**config.mk**
```make
export PLATFORM = sky130hd
export DESIGN_NAME = clk_ref_selector
export DESIGN_NICKNAME = d
export VERILOG_FILES = /design/src/rtl/refsel_pkg.sv /design/src/rtl/refsel_gate_timer.sv /design/src/rtl/refsel_mon.sv /design/src/rtl/refsel_arbiter.sv /design/src/rtl/clk_ref_selector.sv
export SDC_FILE = /design/constraint.sdc
export NUM_CORES = 1
export LEC_CHECK = 0
export ABC_AREA = 1
export CORE_ASPECT_RATIO = 0.6
export CORE_MARGIN = 2
export CORE_UTILIZATION = 58
export DETAILED_ROUTE_END_ITERATION = 7
export PLACE_DENSITY = 0.81
export SYNTH_ARGS = -nofsm -noshare
export SYNTH_HDL_FRONTEND = slang
export SYNTH_SLANG_ARGS = --single-unit
```
**constraint.sdc**
```tcl
create_clock -name clk -period 11 [get_ports clk]
set_clock_uncertainty 0.05 [all_clocks]
set_input_delay 2.75 -clock clk [delete_from_list [all_inputs] [get_ports clk]]
set_output_delay 2.75 -clock clk [all_outputs]
set_load 0.02 [all_outputs]
```
**src/rtl/refsel_pkg.sv**
```systemverilog
`timescale 1ns/1ps
package refsel_pkg;

    typedef enum logic {
        SEL_FORCED = 1'b0,
        SEL_AUTO   = 1'b1
    } sel_mode_e;

    typedef struct packed {
        logic present;
        logic freq_ok;
        logic qualified;
    } ref_status_t;

    // Candidate beats current best when none chosen yet or strictly smaller value.
    function automatic logic prio_beats(input int unsigned cand,
                                        input int unsigned best,
                                        input logic        have_best);
        return !have_best || (cand < best);
    endfunction

endpackage

```
**src/rtl/refsel_gate_timer.sv**
```systemverilog
`timescale 1ns/1ps
module refsel_gate_timer #(
    parameter int unsigned GATE_LEN = 64
) (
    input  logic clk,
    input  logic rst,
    output logic gate_end
);
    localparam int unsigned GW = (GATE_LEN > 1) ? $clog2(GATE_LEN) : 1;
    localparam logic [GW-1:0] LAST = GW'(GATE_LEN - 1);

    logic [GW-1:0] tick_q;

    assign gate_end = (tick_q == LAST);

    always_ff @(posedge clk) begin
        if (rst) begin
            tick_q <= '0;
        end else if (gate_end) begin
            tick_q <= '0;
        end else begin
            tick_q <= tick_q + 1'b1;
        end
    end

    AST_GATE_SINGLE: assert property (@(posedge clk) disable iff (rst)
        gate_end |=> !gate_end);

endmodule

```
**src/rtl/refsel_mon.sv**
```systemverilog
`timescale 1ns/1ps
module refsel_mon
    import refsel_pkg::*;
#(
    parameter int unsigned CNT_W  = 7,
    parameter int unsigned TMO_W  = 8,
    parameter int unsigned HOLD_W = 4
) (
    input  logic              clk,
    input  logic              rst,
    input  logic              edge_in,
    input  logic              gate_end,
    input  logic [CNT_W-1:0]  expect_cnt,
    input  logic [CNT_W-1:0]  offset_limit,
    input  logic [TMO_W-1:0]  los_timeout,
    input  logic [HOLD_W-1:0] requal_gates,
    output ref_status_t       status
);
    logic [TMO_W-1:0]  gap_q;
    logic              present_q;
    logic [CNT_W-1:0]  cnt_q;
    logic              freq_ok_q;
    logic [HOLD_W-1:0] streak_q;
    logic              qual_q;

    logic [CNT_W:0]    total;
    logic [CNT_W:0]    dev;
    logic              win_pass;
    logic [HOLD_W-1:0] need;
    logic [HOLD_W:0]   streak_nxt;

    // Gate total includes an edge that lands on the closing cycle.
    always_comb begin
        total = {1'b0, cnt_q} + {{CNT_W{1'b0}}, edge_in};
        if (total >= {1'b0, expect_cnt}) begin
            dev = total - {1'b0, expect_cnt};
        end else begin
            dev = {1'b0, expect_cnt} - total;
        end
        win_pass   = (dev <= {1'b0, offset_limit});
        need       = (requal_gates == '0) ? HOLD_W'(1) : requal_gates;
        streak_nxt = {1'b0, streak_q} + {{HOLD_W{1'b0}}, 1'b1};
    end

    // Presence: idle-cycle watchdog per input.
    always_ff @(posedge clk) begin
        if (rst) begin
            gap_q     <= '0;
            present_q <= 1'b0;
        end else if (edge_in) begin
            gap_q     <= '0;
            present_q <= 1'b1;
        end else if (gap_q == los_timeout) begin
            present_q <= 1'b0;
        end else begin
            gap_q <= gap_q + 1'b1;
        end
    end

    // Offset: edge count over one gate.
    always_ff @(posedge clk) begin
        if (rst) begin
            cnt_q     <= '0;
            freq_ok_q <= 1'b0;
        end else if (gate_end) begin
            cnt_q     <= '0;
            freq_ok_q <= win_pass;
        end else if (edge_in) begin
            cnt_q <= cnt_q + 1'b1;
        end
    end

    // Qualification with holdoff over consecutive good gates.
    always_ff @(posedge clk) begin
        if (rst) begin
            qual_q   <= 1'b0;
            streak_q <= '0;
        end else if (!present_q) begin
            qual_q   <= 1'b0;
            streak_q <= '0;
        end else if (gate_end) begin
            if (!win_pass) begin
                qual_q   <= 1'b0;
                streak_q <= '0;
            end else if (!qual_q) begin
                if (streak_nxt >= {1'b0, need}) begin
                    qual_q   <= 1'b1;
                    streak_q <= '0;
                end else begin
                    streak_q <= streak_nxt[HOLD_W-1:0];
                end
            end
        end
    end

    assign status.present   = present_q;
    assign status.freq_ok   = freq_ok_q;
    assign status.qualified = qual_q;

    AST_PRESENT_AFTER_EDGE: assert property (@(posedge clk) disable iff (rst)
        edge_in |=> present_q);

    AST_FREQ_ONLY_AT_GATE: assert property (@(posedge clk) disable iff (rst)
        !$past(gate_end) |-> $stable(freq_ok_q));

    AST_LOSS_CLEARS_QUAL: assert property (@(posedge clk) disable iff (rst)
        !present_q |=> !qual_q);

    AST_QUAL_RISES_AT_GATE: assert property (@(posedge clk) disable iff (rst)
        $rose(qual_q) |-> $past(gate_end));

endmodule

```
**src/rtl/refsel_arbiter.sv**
```systemverilog
`timescale 1ns/1ps
module refsel_arbiter
    import refsel_pkg::*;
#(
    parameter int unsigned N_REF  = 8,
    parameter int unsigned PRIO_W = 3,
    localparam int unsigned IDX_W = (N_REF > 1) ? $clog2(N_REF) : 1
) (
    input  logic                    clk,
    input  logic                    rst,
    input  logic [N_REF-1:0]        qual_vec,
    input  logic [N_REF-1:0]        en_vec,
    input  logic [N_REF*PRIO_W-1:0] prio_flat,
    output logic [N_REF-1:0]        elig_vec,
    output logic [IDX_W-1:0]        best_idx,
    output logic                    any_elig
);
    logic [PRIO_W-1:0] best_prio;

    always_comb begin
        best_idx  = '0;
        best_prio = '0;
        any_elig  = 1'b0;
        for (int i = 0; i < N_REF; i++) begin
            elig_vec[i] = qual_vec[i] && en_vec[i] &&
                          (prio_flat[i*PRIO_W +: PRIO_W] != '0);
            if (elig_vec[i] &&
                prio_beats(int'(prio_flat[i*PRIO_W +: PRIO_W]), int'(best_prio), any_elig)) begin
                best_idx  = IDX_W'(i);
                best_prio = prio_flat[i*PRIO_W +: PRIO_W];
                any_elig  = 1'b1;
            end
        end
    end

    AST_PICK_IS_ELIGIBLE: assert property (@(posedge clk) disable iff (rst)
        any_elig |-> elig_vec[best_idx]);

    AST_NONE_WHEN_EMPTY: assert property (@(posedge clk) disable iff (rst)
        (elig_vec == '0) |-> !any_elig);

endmodule

```
**src/rtl/clk_ref_selector.sv**
```systemverilog
`timescale 1ns/1ps
module clk_ref_selector
    import refsel_pkg::*;
#(
    parameter int unsigned N_REF    = 8,
    parameter int unsigned PRIO_W   = 3,
    parameter int unsigned GATE_LEN = 64,
    parameter int unsigned TMO_W    = 8,
    parameter int unsigned HOLD_W   = 4,
    localparam int unsigned IDX_W   = (N_REF > 1) ? $clog2(N_REF) : 1,
    localparam int unsigned CNT_W   = $clog2(GATE_LEN + 1)
) (
    input  logic                    clk,
    input  logic                    rst,
    input  logic [N_REF-1:0]        ref_edge,
    input  logic [N_REF-1:0]        ref_en,
    input  logic [N_REF*PRIO_W-1:0] ref_prio,
    input  logic                    auto_mode,
    input  logic [IDX_W-1:0]        manual_idx,
    input  logic [CNT_W-1:0]        expect_cnt,
    input  logic [CNT_W-1:0]        offset_limit,
    input  logic [TMO_W-1:0]        los_timeout,
    input  logic [HOLD_W-1:0]       requal_gates,
    output logic [IDX_W-1:0]        sel_idx,
    output logic                    sel_valid,
    output logic                    switch_pulse,
    output logic [N_REF-1:0]        ref_present,
    output logic [N_REF-1:0]        ref_freq_ok,
    output logic [N_REF-1:0]        ref_qualified
);
    logic              gate_end;
    ref_status_t       stat [N_REF];
    logic [N_REF-1:0]  elig_vec;
    logic [IDX_W-1:0]  best_idx;
    logic              any_elig;
    sel_mode_e         mode;

    logic [IDX_W-1:0]  sel_q, sel_nxt;
    logic              valid_q, valid_nxt;
    logic              switch_q;

    refsel_gate_timer #(.GATE_LEN(GATE_LEN)) u_gate (
        .clk      (clk),
        .rst      (rst),
        .gate_end (gate_end)
    );

    for (genvar g = 0; g < N_REF; g++) begin : g_mon
        refsel_mon #(.CNT_W(CNT_W), .TMO_W(TMO_W), .HOLD_W(HOLD_W)) u_mon (
            .clk          (clk),
            .rst          (rst),
            .edge_in      (ref_edge[g]),
            .gate_end     (gate_end),
            .expect_cnt   (expect_cnt),
            .offset_limit (offset_limit),
            .los_timeout  (los_timeout),
            .requal_gates (requal_gates),
            .status       (stat[g])
        );
        assign ref_present[g]   = stat[g].present;
        assign ref_freq_ok[g]   = stat[g].freq_ok;
        assign ref_qualified[g] = stat[g].qualified;
    end

    refsel_arbiter #(.N_REF(N_REF), .PRIO_W(PRIO_W)) u_arb (
        .clk       (clk),
        .rst       (rst),
        .qual_vec  (ref_qualified),
        .en_vec    (ref_en),
        .prio_flat (ref_prio),
        .elig_vec  (elig_vec),
        .best_idx  (best_idx),
        .any_elig  (any_elig)
    );

    assign mode = sel_mode_e'(auto_mode);

    always_comb begin
        if (mode == SEL_AUTO) begin
            valid_nxt = any_elig;
            sel_nxt   = any_elig ? best_idx : sel_q;
        end else begin
            sel_nxt   = manual_idx;
            valid_nxt = ref_qualified[manual_idx];
        end
    end

    always_ff @(posedge clk) begin
        if (rst) begin
            sel_q    <= '0;
            valid_q  <= 1'b0;
            switch_q <= 1'b0;
        end else begin
            sel_q    <= sel_nxt;
            valid_q  <= valid_nxt;
            switch_q <= valid_nxt && ((sel_nxt != sel_q) || !valid_q);
        end
    end

    assign sel_idx      = sel_q;
    assign sel_valid    = valid_q;
    assign switch_pulse = switch_q;

    AST_FORCED_FOLLOWS_INDEX: assert property (@(posedge clk) disable iff (rst)
        $past(!auto_mode) |-> (sel_q == $past(manual_idx)));

    AST_AUTO_EMPTY_INVALID: assert property (@(posedge clk) disable iff (rst)
        $past(auto_mode && (ref_qualified == '0)) |-> !valid_q);

    AST_AUTO_EMPTY_HOLDS: assert property (@(posedge clk) disable iff (rst)
        $past(auto_mode && (ref_qualified == '0)) |-> $stable(sel_q));

    AST_SWITCH_NEEDS_VALID: assert property (@(posedge clk) disable iff (rst)
        switch_q |-> valid_q);

endmodule

```
After elaboration in Yosys (flattened, before gate mapping)
Index checks and enable logic that the tools add are counted.
{ "op_classes": {"add_sub_neg": 49, "eq_ne": 18, "n_bitwise": 8, "n_lt_le_gt_ge": 32, "n_reduce_logical": 82, "mux": 100} }
{ "op_table": {"columns": ["cell", "n"], "rows": [
  ["2-to-1 mux 4 bit", 25],
  ["adder 7 x 1 -> 8 bit", 8],
  ["adder 8 x 1 -> 8 bit, second input constant", 8],
  ["equality test 8 bit", 8],
  [">= comparator 8 x 7 -> 1 bit", 8],
  ["less-or-equal comparator 8 x 7 -> 1 bit", 8],
  ["2-to-1 mux 8 bit", 8],
  ["subtractor 7 x 8 -> 8 bit", 8],
  ["subtractor 8 x 7 -> 8 bit", 8],
  ["adder 7 x 1 -> 7 bit, second input constant", 8],
  ["2-to-1 mux 1 bit", 51],
  ["adder 4 x 1 -> 5 bit, second input constant", 8],
  [">= comparator 5 x 4 -> 1 bit", 8],
  ["2-to-1 mux 3 bit", 13],
  ["OR reduction 2 bit", 17],
  ["logical AND 1 bit", 24],
  ["nonzero test 3 bit", 8],
  ["< comparator 3 bit", 7],
  ["!= test 2 bit, second input constant", 8],
  ["AND reduction 2 bit", 8],
  ["nonzero test 2 bit", 8],
  ["zero test 1 bit", 8],
  ["logical OR 1 bit", 8],
  ["inverter 1 bit", 8],
  ["7 further kinds", 8]
]} }
{ "word_totals": {"output_inout_bits": 29, "ff_bits": 187, "word_cells": 341} }

Depth between registers and ports, before layout
Gate-level depths: netlist of the first run.
{ "depth": {"depth_word": 36, "depth_mapped": 72, "ltp_nobuf": 72} }

Modules after synthesis
A second synthesis of the first run with hierarchy kept.
{ "unflattened": {"cells_unflattened": 3167, "hier_area_um2": 21609.5} }
{ "by_module_without_submodules": {"columns": ["mod", "n_inst", "cells_each", "area_per_inst_um2"], "rows": [
  ["refsel_mon (g_mon[2].u_mon ...)", 3, 367, 2572.5],
  ["refsel_mon (g_mon[0].u_mon ...)", 2, 363, 2504.9],
  ["refsel_mon (g_mon[5].u_mon)", 1, 356, 2442.3],
  ["refsel_mon (g_mon[7].u_mon)", 1, 368, 2434.8],
  ["refsel_mon (g_mon[1].u_mon)", 1, 353, 2419.8],
  ["refsel_arbiter", 1, 164, 970.9],
  ["clk_ref_selector", 1, 63, 349.1],
  ["refsel_gate_timer", 1, 36, 265.3]
]} }

Worst setup path before layout of the first run
No wires, ideal clock.
{ "synth_timing": {"path_kind": "input -> register", "start": "in ref_prio[0]", "end": "reg switch_q (netlist: switch_pulse)", "slack_ns": 1.971, "arrival_time_ns": 8.858, "n_path_buf": 0, "setup_ns": 0.121, "required_time_ns": 10.829, "path_stages": 55, "path_cell_list": "inv_1 > a21oi_4 > nand2_1 > ha_1 > nand2_1 > inv_1 > nand2_1 > nand2_1 > nand2_2 > nand2_2 > o21ai_0 > ha_1 > a21oi_1 > nand2_1 > nand2_2 > nand2_4 > o21ai_0 > ha_1 > [19 not listed] > nand2_1 > nand2_2 > nand2_4 > nand2_1 > o21ai_0 > ha_1 > a21oi_1 > nand2_1 > nand2_1 > nand2_2 > nand2_1 > nand2_2 > nand3_1 > nand2_1 > inv_1 > nand2_1 > nor2_1 > nor2_1"} }
{ "synth_via": {"elab_chain_cells": 36, "word_cells_on_any_way": 58, "classes_between": "order compare (7); eq/ne (1); mux (25); reduce/logical (25)"} }
{ "synth_lines": {"columns": ["item", "line", "text"], "rows": [
  ["from (decl)", "clk_ref_selector.sv:17", "input logic [N_REF*PRIO_W-1:0] ref_prio,"],
  ["nonzero test 3 bit", "refsel_arbiter.sv:26", "(prio_flat[i*PRIO_W +: PRIO_W] != '0);"],
  ["logical AND 1 bit", "refsel_arbiter.sv:25", "elig_vec[i] = qual_vec[i] && en_vec[i] &&"],
  ["2-to-1 mux 3 bit / 2-to-1 mux 1 bit (equally long branches)", "refsel_arbiter.sv:27", "if (elig_vec[i] &&"],
  ["< comparator 3 bit / zero test 1 bit (equally long branches)", "refsel_pkg.sv:19", "return !have_best || (cand < best);"],
  ["logical OR 1 bit", "refsel_pkg.sv:19", null],
  ["logical AND 1 bit", "refsel_arbiter.sv:27", null],
  ["2-to-1 mux 3 bit / 2-to-1 mux 1 bit (equally long branches)", "refsel_arbiter.sv:27", null],
  ["< comparator 3 bit / zero test 1 bit (equally long branches)", "refsel_pkg.sv:19", null],
  ["[20 not listed]", null, null],
  ["logical OR 1 bit", "refsel_pkg.sv:19", null],
  ["logical AND 1 bit", "refsel_arbiter.sv:27", null],
  ["2-to-1 mux 3 bit / 2-to-1 mux 1 bit (equally long branches)", "refsel_arbiter.sv:27", null],
  ["2-to-1 mux 3 bit", "clk_ref_selector.sv:81", "sel_nxt = any_elig ? best_idx : sel_q;"],
  ["2-to-1 mux 3 bit", "clk_ref_selector.sv:79", "if (mode == SEL_AUTO) begin"],
  ["!= test 3 bit", "clk_ref_selector.sv:96", "switch_q <= valid_nxt && ((sel_nxt != sel_q) || !valid_q);"],
  ["logical OR 1 bit", "clk_ref_selector.sv:96", null],
  ["logical AND 1 bit (*)", "clk_ref_selector.sv:96", null],
  ["to (signal assigned)", "clk_ref_selector.sv:96", null],
  ["to (decl)", "clk_ref_selector.sv:40", "logic switch_q;"]
]} }
Every way passes the cells marked *; elsewhere a longest branch is shown, timed or not.
A chain may end at the register's enable or synchronous reset.

Worst setup path after layout of the first run
Ends and elaborated chain as after synthesis.

==> results of run 1 <==
==> synthesized netlist by cell type, types with 11 or more instances <==
library cell and n:
dfxtp_1 187, a211oi_1 14, xnor2_1 25, o221ai_1 11
nand4_1 36, nor2_1 150, nor3_1 73, or2_2 21
buf_4 24, mux2i_1 14, o21ai_0 128, ha_1 263
o22ai_1 16, xor2_1 118, nand2_2 16, nand2_1 427
fa_1 16, nand3_1 124, o211ai_1 14, a21oi_1 227
clkbuf_1 33, inv_1 386, nor3b_1 21
==> sequential cells by signal, indices dropped and copies added (netlist names) <==
register / count
g_mon.u_mon.gap_q: 64
g_mon.u_mon.freq_ok_q: 8
sel_idx: 3
g_mon.u_mon.qual_q: 8
switch_pulse: 1
sel_valid: 1
g_mon.u_mon.cnt_q: 56
g_mon.u_mon.present_q: 8
u_gate.tick_q: 6
g_mon.u_mon.streak_q: 32
==> worst max-delay path: cells and delay by family <==
kind / cells / cell delay [ps]
fa+ha+maj: 7 / 2100
compound gates: 12 / 2420
simple gates: 35 / 2460
buf+inv: 4 / 660
==> how the worst max path moves through the flow <==
stage | endpoint | slack, ps
floorplan | switch_pulse | 1970
global placement | switch_pulse | 860
detailed placement | switch_pulse | 510
CTS | switch_pulse | 950
global route | switch_pulse | 190
finish | switch_pulse | 870
==> cell families after synthesis <==
logic type / count (synthesis) / synth area share, %
XOR/XNOR: 143 / 7.26
multiplexers: 14 / 0.812
AO/OA/AOI/OAI: 479 / 15.9
adder cells (fa/ha/maj): 279 / 20.9
AND/OR/NAND/NOR: 897 / 23.2
flip-flops: 187 / 21.7
buffers and inverters: 449 / 10.3
==> stage by stage <==
stage	hold slack (ps)	std cells	utilization, %
final	423	2927	65.7
after global routing	446	2927	65.7
after CTS	425	2927	65.7
after detailed placement	404	2895	63.8
after global placement	392	2895	63.8
after floorplan	380	2448	-
==> cells in the final DEF (no fill, tap or decap), types with 7 or more instances in the layout <==
cell type	netlist	layout
o22ai_1	16	16
clkbuf_16	0	17
and3_1	9	9
ha_1	263	263
o211ai_1	14	14
nor4_1	7	7
nor3b_1	21	21
xnor2_1	25	25
nand2_1	427	427
a221oi_1	7	7
o21ai_1	8	8
mux2i_1	14	14
dfxtp_1	187	187
nand4_1	36	36
xor2_1	118	118
a21oi_1	227	227
o221ai_1	11	11
nand2_2	16	16
a41oi_1	9	9
buf_4	24	10
nor3_1	73	73
or2_2	21	21
a21o_1	7	7
o21bai_1	9	9
clkdlybuf4s50_1	0	100
nor2_1	150	149
inv_1	386	386
o21ai_0	128	128
fa_1	16	16
a211oi_1	14	14
nand3_1	124	124
==> per-layer routing <==
metal	up-vias	share of wire (%)
met3	98	9.8
met2	725	41
met1	7613	47
li1	8270	-
met5	-	0
met4	0	2.4
==> cell type report <==
type | count | area [um^2] | share of cell area, %
multi-input combinational | 1812 | 11700 | 61.6
sequential | 187 | 3740 | 19.6
inverter | 386 | 1450 | 7.60
timing repair buffer | 110 | 1080 | 5.64
tap | 400 | 500 | 2.62
clock buffer | 18 | 429 | 2.25
clock inverter | 14 | 130 | 0.682
==> where the power goes <==
group / total [mW] / switching [mW] / internal (mW)
clock: 0.601 / 0.302 / 0.299
sequential: 0.703 / 0.0139 / 0.689
combinational: 0.480 / 0.294 / 0.186
total: 1.78 / 0.610 / 1.17
==> impl_metrics.py, run 1 <==
metrics = {
    "routing": {
        "drtIter0Drc": 1662,
        "detail_route.wl_per_cell_um": 16.0,
        "vias_per_cell": 5.71,
        "ant_nets": 0,
        "drc_errors": 0,
        "vias": 16700,
        "drt-total-wl_um": 46700,
        "dr.pass1.iters": 6,
    },
    "critical_path": {
        "cp_slowest_stage_delay_ps": 510,
        "rrSetupSlack_ps": 3210,
        "worst-setup-path-type": "in -> reg",
        "worst_path_most_repeated_cell": "nand2_1",
        "cp-startpoint": "ref_prio[0]",
        "worst_path_max_delay_cell": "clkdlybuf4s50_1",
        "r2r-start": "g_mon[0].u_mon.qual_q",
        "crit_required_ps": 11290,
        "critPathMaxFanout": 7,
        "critical_path_arrival_ps": 10410,
        "rr_worst_depth": 57,
        "worstReg2RegEnd": "switch_pulse",
        "critPathCaptureType": "flop",
        "cp-start-kind": "input port",
    },
    "power": {
        "power_leakage_nw": 8.95,
        "power_mw": 1.78,
        "power_density_nw_per_um2": 93.6,
        "peakVddDrop_mv": 0.102,
    },
    "yosys": {
        "synthArstFlopShare_pct": 0,
        "synth_seq_cells": 187,
        "synth_area_um2": 17300,
        "yosysSeqAreaShare_pct": 21.7,
        "syn_nets": 2799,
        "synth.area.top_cells": "dfxtp_1, ha_1, nand2_1, inv_1, a21oi_1",
        "ys_warn_count": 0,
        "syn-mean-instance-area_um2": 7.05,
        "synthFlopType": "dfxtp_1",
        "synth_area_leader_cell": "dfxtp_1",
        "synth_top_area_share_pct": 21.7,
        "ys_types": 46,
        "synth_edf_count": 0,
        "syn_inst": 2448,
    },
    "layout": {
        "final_layout_size_suffix_gt1_share_pct": 3.68,
        "fin_area_um2": 19100,
        "fin_nets": 2865,
        "diodes": 0,
        "fill_cells": 2498,
        "syn2layout_area_growth_pct": 10.5,
    },
    "worst_hold_path": {
        "hold_start": "u_gate.tick_q[3]",
        "holdPathEnd": "u_gate.tick_q[3]",
        "whs_path_depth": 2,
        "hp-class": "reg -> reg",
    },
    "floorplanning": {
        "die_w_um": 227,
        "die_y_um": 138,
        "rows": 48,
        "io_pins": 101,
        "initial_utilization_pct": 59.5,
        "core_um2": 29000,
        "dieArea_um2": 31200,
    },
    "grt": {
        "grt.total_usage_pct": 30.1,
        "overflow": 0,
        "grt-busiest-layer": "met2",
        "grt_max_degree": 48,
        "grt_pass1_wl_um": 75000,
        "antenna_found_initial": 0,
        "use_met1_pct": 43.4,
        "use_met3_pct": 6.68,
        "met2_usage_pct": 44.3,
        "grt_pass1_vias": 15200,
    },
    "cts": {
        "cts-hold-fix-buffers": 0,
        "numCtsBuffers": 17,
        "clkLatencyLatePin_ps": 460,
        "clkSlewWorstSetupHoldPaths_ps": 70,
        "htreeDepth": 4,
        "max-clock-path-buffers": 2,
        "cts_sinks": 187,
        "cts_resized": 0,
        "cts_setup_buffers": 0,
        "cts_tree": "built",
        "cts_root_buffer": "clkbuf_16",
    },
    "sta": {
        "layout_setup_ws_ps": 875,
        "min_period_ps": 10130,
        "finalCritPeriodShare_pct": 92.0,
        "grt_setup_unrepaired": "false",
        "setup-violations-final": 0,
        "finalHoldViolCount": 0,
        "max_freq_ghz": 0.0988,
        "slew_headroom_pct": 30.8,
        "slew_viol_final": 0,
        "timing.setup.tns_ps": 0,
        "worst_slew_pin_slew_ps": 1040,
    },
    "placement": {
        "place_area_um2": 18500,
        "pre_cts_slack_ps": 510,
        "gp_congestion": 0.954,
        "io_buffer_count": 100,
        "detailed_place_hpwl_um": 36200,
    },
    "flow_run": {
        "cap_violations": 0,
    },
    "run_status": {
        "status": "completed",
    },
}
(Power assumes the default switching activity.)
==> inputs of run 2 (changes only) <==
--- a/config.mk
+++ b/config.mk
@@ -11,6 +11,7 @@
 export CORE_UTILIZATION = 58
 export DETAILED_ROUTE_END_ITERATION = 7
 export PLACE_DENSITY = 0.81
+export SKIP_CTS_REPAIR_TIMING = 1
 export SYNTH_ARGS = -nofsm -noshare
 export SYNTH_HDL_FRONTEND = slang
 export SYNTH_SLANG_ARGS = --single-unit
==> results of run 2 <==
The final DEF is identical to that of run 1; final timing and power are the same.
